File: src/rtl/tdb_pkg.sv
// Package: shared field layout and address map of the timer DMA burst block.
// Assumes word addressing on the register bus and a 16-bit or wider data bus.
package tdb_pkg;
    localparam int unsigned SAW       = 5;   // start-index field width
    localparam int unsigned CW        = 5;   // count field width
    localparam int unsigned CNT_LSB   = 8;   // bit position of the count field
    localparam int unsigned ADDR_CFG  = 0;
    localparam int unsigned ADDR_EN   = 1;
    localparam int unsigned ADDR_WIN  = 2;
    localparam int unsigned TGT_BASE  = 8;
    localparam int unsigned IW        = ((SAW > CW) ? SAW : CW) + 1; // index width
endpackage

File: src/rtl/tdb_cfg_regs.sv
// Module: holds the burst configuration (start index, beat count) and the
// per-event DMA enables, and forms their read-back words.
// Assumes NEVT <= DW and CNT_LSB + CW <= DW.
module tdb_cfg_regs
    import tdb_pkg::*;
#(
    parameter int unsigned DW   = 16,
    parameter int unsigned NEVT = 4
) (
    input  logic            clk,
    input  logic            rst_n,
    input  logic            cfg_we,
    input  logic            en_we,
    input  logic [DW-1:0]   wdata,
    output logic [SAW-1:0]  start,
    output logic [CW-1:0]   count,
    output logic [NEVT-1:0] evt_en,
    output logic [DW-1:0]   cfg_word,
    output logic [DW-1:0]   en_word
);
    // Capture configuration fields on a write to the configuration word.
    always_ff @(posedge clk) begin
        if (!rst_n) begin
            start <= '0;
            count <= '0;
        end else if (cfg_we) begin
            start <= wdata[SAW-1:0];
            count <= wdata[CNT_LSB +: CW];
        end
    end

    // Capture event enables on a write to the enable word.
    always_ff @(posedge clk) begin
        if (!rst_n) evt_en <= '0;
        else if (en_we) evt_en <= wdata[NEVT-1:0];
    end

    // Build read-back words with unused bits at zero.
    always_comb begin
        cfg_word                  = '0;
        cfg_word[SAW-1:0]         = start;
        cfg_word[CNT_LSB +: CW]   = count;
        en_word                   = '0;
        en_word[NEVT-1:0]         = evt_en;
    end
endmodule

File: src/rtl/tdb_burst_seq.sv
// Module: burst sequencer. Starts a burst on an enabled event, steps the
// running offset on every window access and ends the burst after count+1
// beats. A configuration write aborts the burst.
// Assumes at most one window access per cycle.
module tdb_burst_seq
    import tdb_pkg::*;
#(
    parameter int unsigned NEVT = 4
) (
    input  logic            clk,
    input  logic            rst_n,
    input  logic            cfg_we,
    input  logic            win_acc,
    input  logic [NEVT-1:0] evt,
    input  logic [NEVT-1:0] evt_en,
    input  logic [SAW-1:0]  start,
    input  logic [CW-1:0]   count,
    output logic [CW-1:0]   offset,
    output logic [IW-1:0]   idx,
    output logic            dma_req
);
    logic last_beat;
    logic trig;

    // Decode the final beat and a qualified trigger.
    always_comb begin
        last_beat = (offset == count);
        trig      = |(evt & evt_en);
        idx       = IW'(start) + IW'(offset);
    end

    // Offset counter: steps per window access, wraps after the last beat.
    always_ff @(posedge clk) begin
        if (!rst_n)                  offset <= '0;
        else if (cfg_we)             offset <= '0;
        else if (win_acc)            offset <= last_beat ? '0 : offset + 1'b1;
    end

    // Request flag: set by an enabled event when idle, cleared at burst end.
    always_ff @(posedge clk) begin
        if (!rst_n)                          dma_req <= 1'b0;
        else if (cfg_we)                     dma_req <= 1'b0;
        else if (dma_req) begin
            if (win_acc && last_beat)        dma_req <= 1'b0;
        end else if (trig)                   dma_req <= 1'b1;
    end
endmodule

File: src/rtl/tdb_target_bank.sv
// Module: bank of NREG target registers, written either directly or through
// the burst window, with a direct read port and a window read port.
// Window indices at or above NREG read zero and write nothing.
module tdb_target_bank
    import tdb_pkg::*;
#(
    parameter int unsigned NREG = 8,
    parameter int unsigned DW   = 16,
    localparam int unsigned XW  = (NREG > 1) ? $clog2(NREG) : 1
) (
    input  logic               clk,
    input  logic               rst_n,
    input  logic               dir_we,
    input  logic [XW-1:0]      dir_idx,
    input  logic               win_we,
    input  logic [IW-1:0]      win_idx,
    input  logic [DW-1:0]      wdata,
    output logic [DW-1:0]      dir_rdata,
    output logic [DW-1:0]      win_rdata,
    output logic [NREG*DW-1:0] tgt_q
);
    logic [DW-1:0] regs [NREG];

    for (genvar g = 0; g < NREG; g++) begin : g_reg
        logic hit;
        // Select this register for a direct or a window write.
        always_comb hit = (dir_we && dir_idx == XW'(g)) ||
                          (win_we && win_idx == IW'(g));
        // Target register storage.
        always_ff @(posedge clk) begin
            if (!rst_n)   regs[g] <= '0;
            else if (hit) regs[g] <= wdata;
        end
        assign tgt_q[g*DW +: DW] = regs[g];
    end

    // Read multiplexers for both ports; out-of-range window reads give zero.
    always_comb begin
        dir_rdata = '0;
        win_rdata = '0;
        for (int i = 0; i < NREG; i++) begin
            if (dir_idx == XW'(i)) dir_rdata = regs[i];
            if (win_idx == IW'(i)) win_rdata = regs[i];
        end
    end
endmodule

File: src/rtl/tmr_dma_burst.sv
// Module: top of the timer DMA burst access block. Decodes the register bus,
// routes window accesses through the burst sequencer onto the target bank and
// drives the DMA request.
// Assumes bus_wr and bus_rd are never high together; NREG <= 2**AW - TGT_BASE.
module tmr_dma_burst
    import tdb_pkg::*;
#(
    parameter int unsigned NREG = 8,
    parameter int unsigned DW   = 16,
    parameter int unsigned AW   = 6,
    parameter int unsigned NEVT = 4
) (
    input  logic               clk,
    input  logic               rst_n,
    input  logic               bus_wr,
    input  logic               bus_rd,
    input  logic [AW-1:0]      bus_addr,
    input  logic [DW-1:0]      bus_wdata,
    output logic [DW-1:0]      bus_rdata,
    input  logic [NEVT-1:0]    evt,
    output logic               dma_req,
    output logic [NREG*DW-1:0] tgt_q
);
    localparam int unsigned XW = (NREG > 1) ? $clog2(NREG) : 1;

    logic            sel_cfg, sel_en, sel_win, sel_tgt;
    logic            cfg_we, en_we, win_acc, win_rd;
    logic [AW-1:0]   tgt_off;
    logic [XW-1:0]   dir_idx;
    logic [SAW-1:0]  start;
    logic [CW-1:0]   count;
    logic [NEVT-1:0] evt_en;
    logic [DW-1:0]   cfg_word, en_word, dir_rdata, win_rdata;
    logic [CW-1:0]   offset;
    logic [IW-1:0]   idx;

    // Address decode and access strobes.
    always_comb begin
        sel_cfg = (bus_addr == AW'(ADDR_CFG));
        sel_en  = (bus_addr == AW'(ADDR_EN));
        sel_win = (bus_addr == AW'(ADDR_WIN));
        tgt_off = bus_addr - AW'(TGT_BASE);
        sel_tgt = (bus_addr >= AW'(TGT_BASE)) && (tgt_off < AW'(NREG));
        dir_idx = XW'(tgt_off);
        cfg_we  = bus_wr && sel_cfg;
        en_we   = bus_wr && sel_en;
        win_acc = (bus_wr || bus_rd) && sel_win;
        win_rd  = bus_rd && sel_win;
    end

    tdb_cfg_regs #(.DW(DW), .NEVT(NEVT)) u_cfg (
        .clk(clk), .rst_n(rst_n), .cfg_we(cfg_we), .en_we(en_we),
        .wdata(bus_wdata), .start(start), .count(count), .evt_en(evt_en),
        .cfg_word(cfg_word), .en_word(en_word)
    );

    tdb_burst_seq #(.NEVT(NEVT)) u_seq (
        .clk(clk), .rst_n(rst_n), .cfg_we(cfg_we), .win_acc(win_acc),
        .evt(evt), .evt_en(evt_en), .start(start), .count(count),
        .offset(offset), .idx(idx), .dma_req(dma_req)
    );

    tdb_target_bank #(.NREG(NREG), .DW(DW)) u_bank (
        .clk(clk), .rst_n(rst_n), .dir_we(bus_wr && sel_tgt), .dir_idx(dir_idx),
        .win_we(bus_wr && sel_win), .win_idx(idx), .wdata(bus_wdata),
        .dir_rdata(dir_rdata), .win_rdata(win_rdata), .tgt_q(tgt_q)
    );

    // Read data multiplexer; unmapped addresses read zero.
    always_comb begin
        if (sel_cfg)      bus_rdata = cfg_word;
        else if (sel_en)  bus_rdata = en_word;
        else if (sel_win) bus_rdata = win_rdata;
        else if (sel_tgt) bus_rdata = dir_rdata;
        else              bus_rdata = '0;
    end
endmodule

File: config.mk
export PLATFORM = sky130hd
export DESIGN_NAME = tmr_dma_burst
export DESIGN_NICKNAME = d
export VERILOG_FILES = /design/src/rtl/tdb_pkg.sv /design/src/rtl/tdb_cfg_regs.sv /design/src/rtl/tdb_burst_seq.sv /design/src/rtl/tdb_target_bank.sv /design/src/rtl/tmr_dma_burst.sv
export SDC_FILE = /design/constraint.sdc
export NUM_CORES = 1
export LEC_CHECK = 0
export BUFFER_PORTS_ARGS = -buffer_cell sky130_fd_sc_hd__buf_4
export CORE_ASPECT_RATIO = 0.9
export CORE_MARGIN = 2
export CORE_UTILIZATION = 56
export CTS_CLUSTER_DIAMETER = 40
export DETAILED_ROUTE_END_ITERATION = 10
export PLACE_DENSITY = 0.88
export RECOVER_POWER = 50
export SYNTH_ARGS = -nofsm -noshare
export SYNTH_HDL_FRONTEND = slang
export SYNTH_SLANG_ARGS = --single-unit
File: constraint.sdc
create_clock -name clk -period 4.9 [get_ports clk]
set_clock_uncertainty 0.2 [all_clocks]
set_input_delay 0.49 -clock clk [delete_from_list [all_inputs] [get_ports clk]]
set_output_delay 0.49 -clock clk [all_outputs]
set_load 0.1 [all_outputs]
* After elaboration in Yosys (flattened, before gate mapping)
Memories as Yosys holds them, arrays and structs flattened.
Cells that the tools add are included.
** Word-level totals
- Bits in registers :: 20
- Bits in writable memories :: 128
- Input port bits :: 30
- Output and inout bits :: 145
- Logic and storage cells :: 132
- Memories :: 1
** Cells by class
- Add/sub/neg operators :: 3
- $lt $le $gt $ge :: 2
- Equality and inequality tests :: 17
- Multiplexer cells :: 57
- Bitwise gates (word level) :: 10
- Reductions and logical operators :: 37
** Memory list
- u_bank.regs :: words 8, bits a word 16, read ports 8, clocked after Yosys merged registers in 0, wr ports 8, line tdb_target_bank.sv:22 : logic [DW-1:0] regs [NREG];
** Operators by type and width (count)
- $mux 16 :: 28
- $mux 1 :: 28
- $eq 6x3->1 const B :: 4
- $logic_and 1x1->1 :: 23
- $eq 6x2->1 const B :: 3
- $eq 3x3->1 const B :: 4
- $eq 6x1->1 const B :: 2
- $logic_not 6->1 :: 2
- $logic_or 1x1->1 :: 9
- $or 1x1->1 :: 8
- $add 5x5->6 :: 1
- $eq 3x2->1 const B :: 2
- $ge 6x4->1 const B :: 1
- $lt 6x4->1 const B :: 1
- $sub 6x4->6 const B :: 1
- $add 5x1->5 const B :: 1
- $eq 5x5->1 :: 1
- $mux 5 :: 1
- $and 4x4->4 :: 1
- $reduce_or 4->1 :: 1
- $eq 3x1->1 const B :: 1
- $logic_not 3->1 :: 1
- $reduce_or 2->1 :: 1
- $not 1->1 :: 1

* Longest topological paths before layout
- Word-level depth :: 14
- Gate-level depth with buffers :: 9
- Depth with buffers taken out :: 7

* By module
From an unflattened synthesis, not the netlist that was laid out.
** Unflattened totals
- Cells, all modules :: 841
- Area total of the unflattened synthesis :: 9434.0 um2
** By module, submodules not included
- tdb_target_bank :: times used 1, cells an instance 606, area an instance 7382.1 um2, sequential area each 3843.7 um2
- tdb_cfg_regs :: times used 1, cells an instance 78, area an instance 773.2 um2, sequential area each 280.3 um2
- tmr_dma_burst :: times used 1, cells an instance 106, area an instance 763.2 um2, sequential area each 0.0 um2
- tdb_burst_seq :: times used 1, cells an instance 51, area an instance 515.5 um2, sequential area each 120.1 um2

* Worst setup path after synthesis
Ideal clock, no wire load.
- Path type :: flip-flop to output port
- From :: register u_seq.offset[0]
- To :: output bus_rdata[6]
- Arrival :: 4.340 ns
- Data required time :: 4.210 ns
- Slack :: -0.130 ns
- Stages on the path, launching flop included :: 8
- Buffers on the path :: 2
- Cell sequence :: dfxtp_1 -> ha_1 -> fa_1 -> clkbuf_1 -> buf_1 -> mux4_2 -> a22oi_1 -> o31ai_1
** On the way
- Word-level cells in the longest chain between the ends :: 13
- Elaborated cells between the ends (all ways) :: 20
- Those cells by class :: 1 x add/sub; 7 x eq/ne; 11 x mux; 1 x reduce/logical
** RTL lines
- from (decl) :: line tdb_burst_seq.sv:18 : output logic [CW-1:0] offset,
- from (signal assigned) :: line tdb_burst_seq.sv:36 : else if (win_acc) offset <= last_beat ? '0 : offset + 1'b1;
- $add 5x5->6 * :: line tdb_burst_seq.sv:29 : idx = IW'(start) + IW'(offset);
- $logic_not 6->1 :: line tdb_target_bank.sv:43 : if (win_idx == IW'(i)) win_rdata = regs[i];
- $mux 16 (7 in series) :: line tdb_target_bank.sv:43
- $mux 16 * :: line tdb_target_bank.sv:43
- $mux 16 * :: line tmr_dma_burst.sv:73 : else if (sel_win) bus_rdata = win_rdata;
- $mux 16 * :: line tmr_dma_burst.sv:72 : else if (sel_en) bus_rdata = en_word;
- $mux 16 * :: line tmr_dma_burst.sv:71 : if (sel_cfg) bus_rdata = cfg_word;
- to (decl) :: line tmr_dma_burst.sv:19 : output logic [DW-1:0] bus_rdata,
Mark *: on every way between the ends. The rest lies on a longest branch, timed or not.

* Final worst setup path
- From :: register u_seq.offset[0]
- To :: output bus_rdata[13]
Same word-level chain as after synthesis.

==> impl_metrics.toml <==
[setup_path]
ff2ff_setup_slack_ns = 0.98
worst_setup_path_start_kind = "flop"
path_common_cell = "buf_4"
critPathMaxStageDelay_ns = 1.07
critPathRequiredTime_ns = 4.21
path_class = "reg -> out"
path_cells = "ha_1 > buf_4 > mux4_2 > and3_1 > a221oi_1 > o21ai_0 > buf_4"
critPathCaptureType = "output pin"
slowest_stage = "ha_1"
cp.arrival_ns = 3.69
critPathMaxFanout = 23

[logic_synthesis]
syn_nets = 763
seq_area_frac_synth_pct = 50.3
yosys_register_bits = 148
postSynthCellCount = 725
muxShareOfSynthArea_pct = 15.5
postSynthAreaPerCell_um2 = 11.6
yosys.area_share.simple_pct = 16.5
synth_ff_type = "edfxtp_1"
synth_top_family_by_area = "simple AND/OR/NAND/NOR gates"
synthXorXnorAreaFrac_pct = 1.23
synthAdderAreaFrac_pct = 1.28
ys_warn_count = 0
netlist-cell-type-count = 74
syn_area_mm2 = 0.00844
synth_edf_count = 128
ys_async_sr_fraction_pct = 0
synth_compound_area_share_pct = 11.8

[sta]
fin_crit_ns = 4.38
fmax_ghz = 0.228
worst_slack_ns = 0.523
rsz0062_at_grt = "false"
slew_headroom_pct = 0.500
slew_violations = 0
tns_ns = 0
final-setup-viol-count = 0
fin_crit_sh_pct = 89.3
worst_slew_pin_slew_ns = 1.49
report.final.hold_viol_count = 0

[floorplanning]
die_h_um = 120
ios = 175
die_area_mm2 = 0.0161
rows = 42
start_util_pct = 57.3
core_mm2 = 0.0147
die_w_um = 133

[cts]
cts_tree = "done"
numCtsBuffers = 17
cts_root_buf = "clkbuf_16"
clock_sinks = 148
clkLatencyLatePin_ns = 0.44
clk_pin_slew_ns = 0.07
h-tree-depth = 4
post_cts_buffers = 0
cts-resized-gates = 0
cts_hold_buf = 0
clockBufferDepth = 2

[worst_hold_path]
hold_path.class = "in -> reg"

[global_routing]
grt_pass1_wl_um = 42900
grt.overflow.total = 0
grt_max_degree = 46
antenna_found_initial = 0
grt_pass1_vias = 7226
grt_usage_pct = 36.2

[power_and_ir_drop]
ir_worst_vdd_mv = 0.253
p_leak_uw = 0.00362
fin_total_pwr_uw = 3490
p_per_area_mw_per_mm2 = 349

[place]
post-place-ws_ns = 1.22
gp_congestion = 1.02
post-dp-hpwl_um = 20300
portBuffers = 174

[detailed_routing]
drc_errors = 0
routed_wirelength_um = 28500
firstDrtPassIters = 8
viasPerCell = 6.76
ant_nets = 0
drtIter0Drc = 1022
vias = 7464
avgRoutedWirePerCell_um = 25.8

[finish]
antenna_cells = 0
drive_gt1_share_pct = 17.9
syn_to_final_growth_pct = 18.4
layout.nets = 931

[run_status]
status = "complete, but fails checks"
violations = "max-capacitance violations"

[run]
maxCapViolCount = 1
[through the flow]
step           instances  util [%]  hold WS (ns)  area, um2
2_1_floorplan        725         -         0.307       8450
3_3_place_gp        1072      67.3         0.313       9900
3_5_place_dp        1072      67.3         0.326       9900
4_1_cts             1104      71.4         0.157      10500
5_1_grt             1104      67.9         0.176       9990
6_report            1104      67.9         0.170       9990
[placed cells by master, fill, tap and decap left out, types with 4 or more instances in the layout]
| master | instances |
|---|---|
| clkbuf_1 | 131 |
| o21ai_1 | 5 |
| dfxtp_1 | 20 |
| a21oi_1 | 20 |
| mux2i_1 | 37 |
| o22ai_1 | 6 |
| o2bb2ai_1 | 6 |
| clkbuf_16 | 17 |
| and2_1 | 7 |
| a31oi_1 | 4 |
| o31a_1 | 5 |
| o21ai_0 | 18 |
| a21o_1 | 4 |
| buf_4 | 61 |
| and3_1 | 5 |
| edfxtp_1 | 128 |
| nor2_1 | 151 |
| a22oi_1 | 14 |
| mux4_2 | 40 |
| nand3_1 | 20 |
| ha_1 | 7 |
| nor2b_1 | 18 |
| a2bb2oi_1 | 6 |
| inv_1 | 9 |
| nand2_1 | 65 |
| xor2_1 | 6 |
| xnor2_1 | 4 |
| nand4_1 | 4 |
| nor3b_1 | 7 |
[state kept, by name, indices dropped and copies added, names as in the netlist]
signal	flops
u_bank.regs	128
u_cfg.count	5
u_cfg.start	5
u_seq.offset	5
u_cfg.evt_en	4
u_seq.dma_req	1
[critical path, delay by kind of cell, from the launching register on]
family	cells	cell delay [ns]
adders and majority gates	1	1.07
buffers and inverters	2	0.68
muxes	1	0.53
AOI/OAI and AO/OA	2	0.39
DFF	1	0.37
and+or+nand+nor	1	0.20
[cell families (layout without fill, tap and decap cells)]
kind of cell	Yosys count	in the layout
and+or+nand+nor	296	296
DFF	148	148
muxes	80	80
AOI/OAI and AO/OA	127	127
buffers and inverters	55	236
adders and majority gates	8	8
xor gates and xnor gates	11	11
[synthesized netlist by cell type, drive strengths merged (7+ instances only)]
| library cell | number | area (um2) |
|---|---|---|
| nor3b | 7 | 52.6 |
| and2 | 7 | 43.8 |
| edfxtp | 128 | 3840 |
| nor2 | 153 | 597 |
| dfxtp | 20 | 400 |
| inv | 9 | 33.8 |
| a21oi | 20 | 100 |
| nor2b | 18 | 113 |
| buf | 28 | 188 |
| xor2 | 7 | 68.8 |
| ha | 7 | 87.6 |
| nand2 | 66 | 250 |
| mux4 | 40 | 901 |
| o21ai | 23 | 115 |
| nand3 | 21 | 118 |
| clkbuf | 16 | 60.1 |
| mux2i | 37 | 370 |
| a2bb2oi | 7 | 67.6 |
| a22oi | 17 | 169 |
[cell type report]
class | count | area (um2)
well taps | 198 | 248
multi-input cells | 522 | 3900
inverters | 11 | 41.3
repair buffers | 193 | 955
clock buffers | 17 | 425
flip-flops and latches | 148 | 4240
fillers | 1204 | 4730
clock inverters | 15 | 171
[per-layer routing]
layer | track usage (%) | up-vias | share of wire (%)
met5 | 0 | - | 0
met3 | 8.68 | 137 | 13
met4 | 20.3 | 0 | 6.5
met1 | 47.5 | 3578 | 35
met2 | 55.8 | 670 | 46
li1 | - | 3079 | -
[worst paths after layout]
kind                            cells past startpoint             from                 end
worst max-delay path                                7  u_seq.offset[0]       bus_rdata[13]
worst min-delay path                                3     bus_wdata[8]      u_cfg.count[0]
worst max register to register                      7  u_seq.offset[0]  u_bank.regs[0][56]
worst min register to register                      2    u_seq.dma_req       u_seq.dma_req
[where the power goes]
part | internal, uW | total, uW | switching (uW)
Combinational | 123 | 688 | 565
Sequential | 1410 | 1470 | 51.1
Clock | 764 | 1340 | 572
Note: power is estimated with default switching activity, not from simulation.
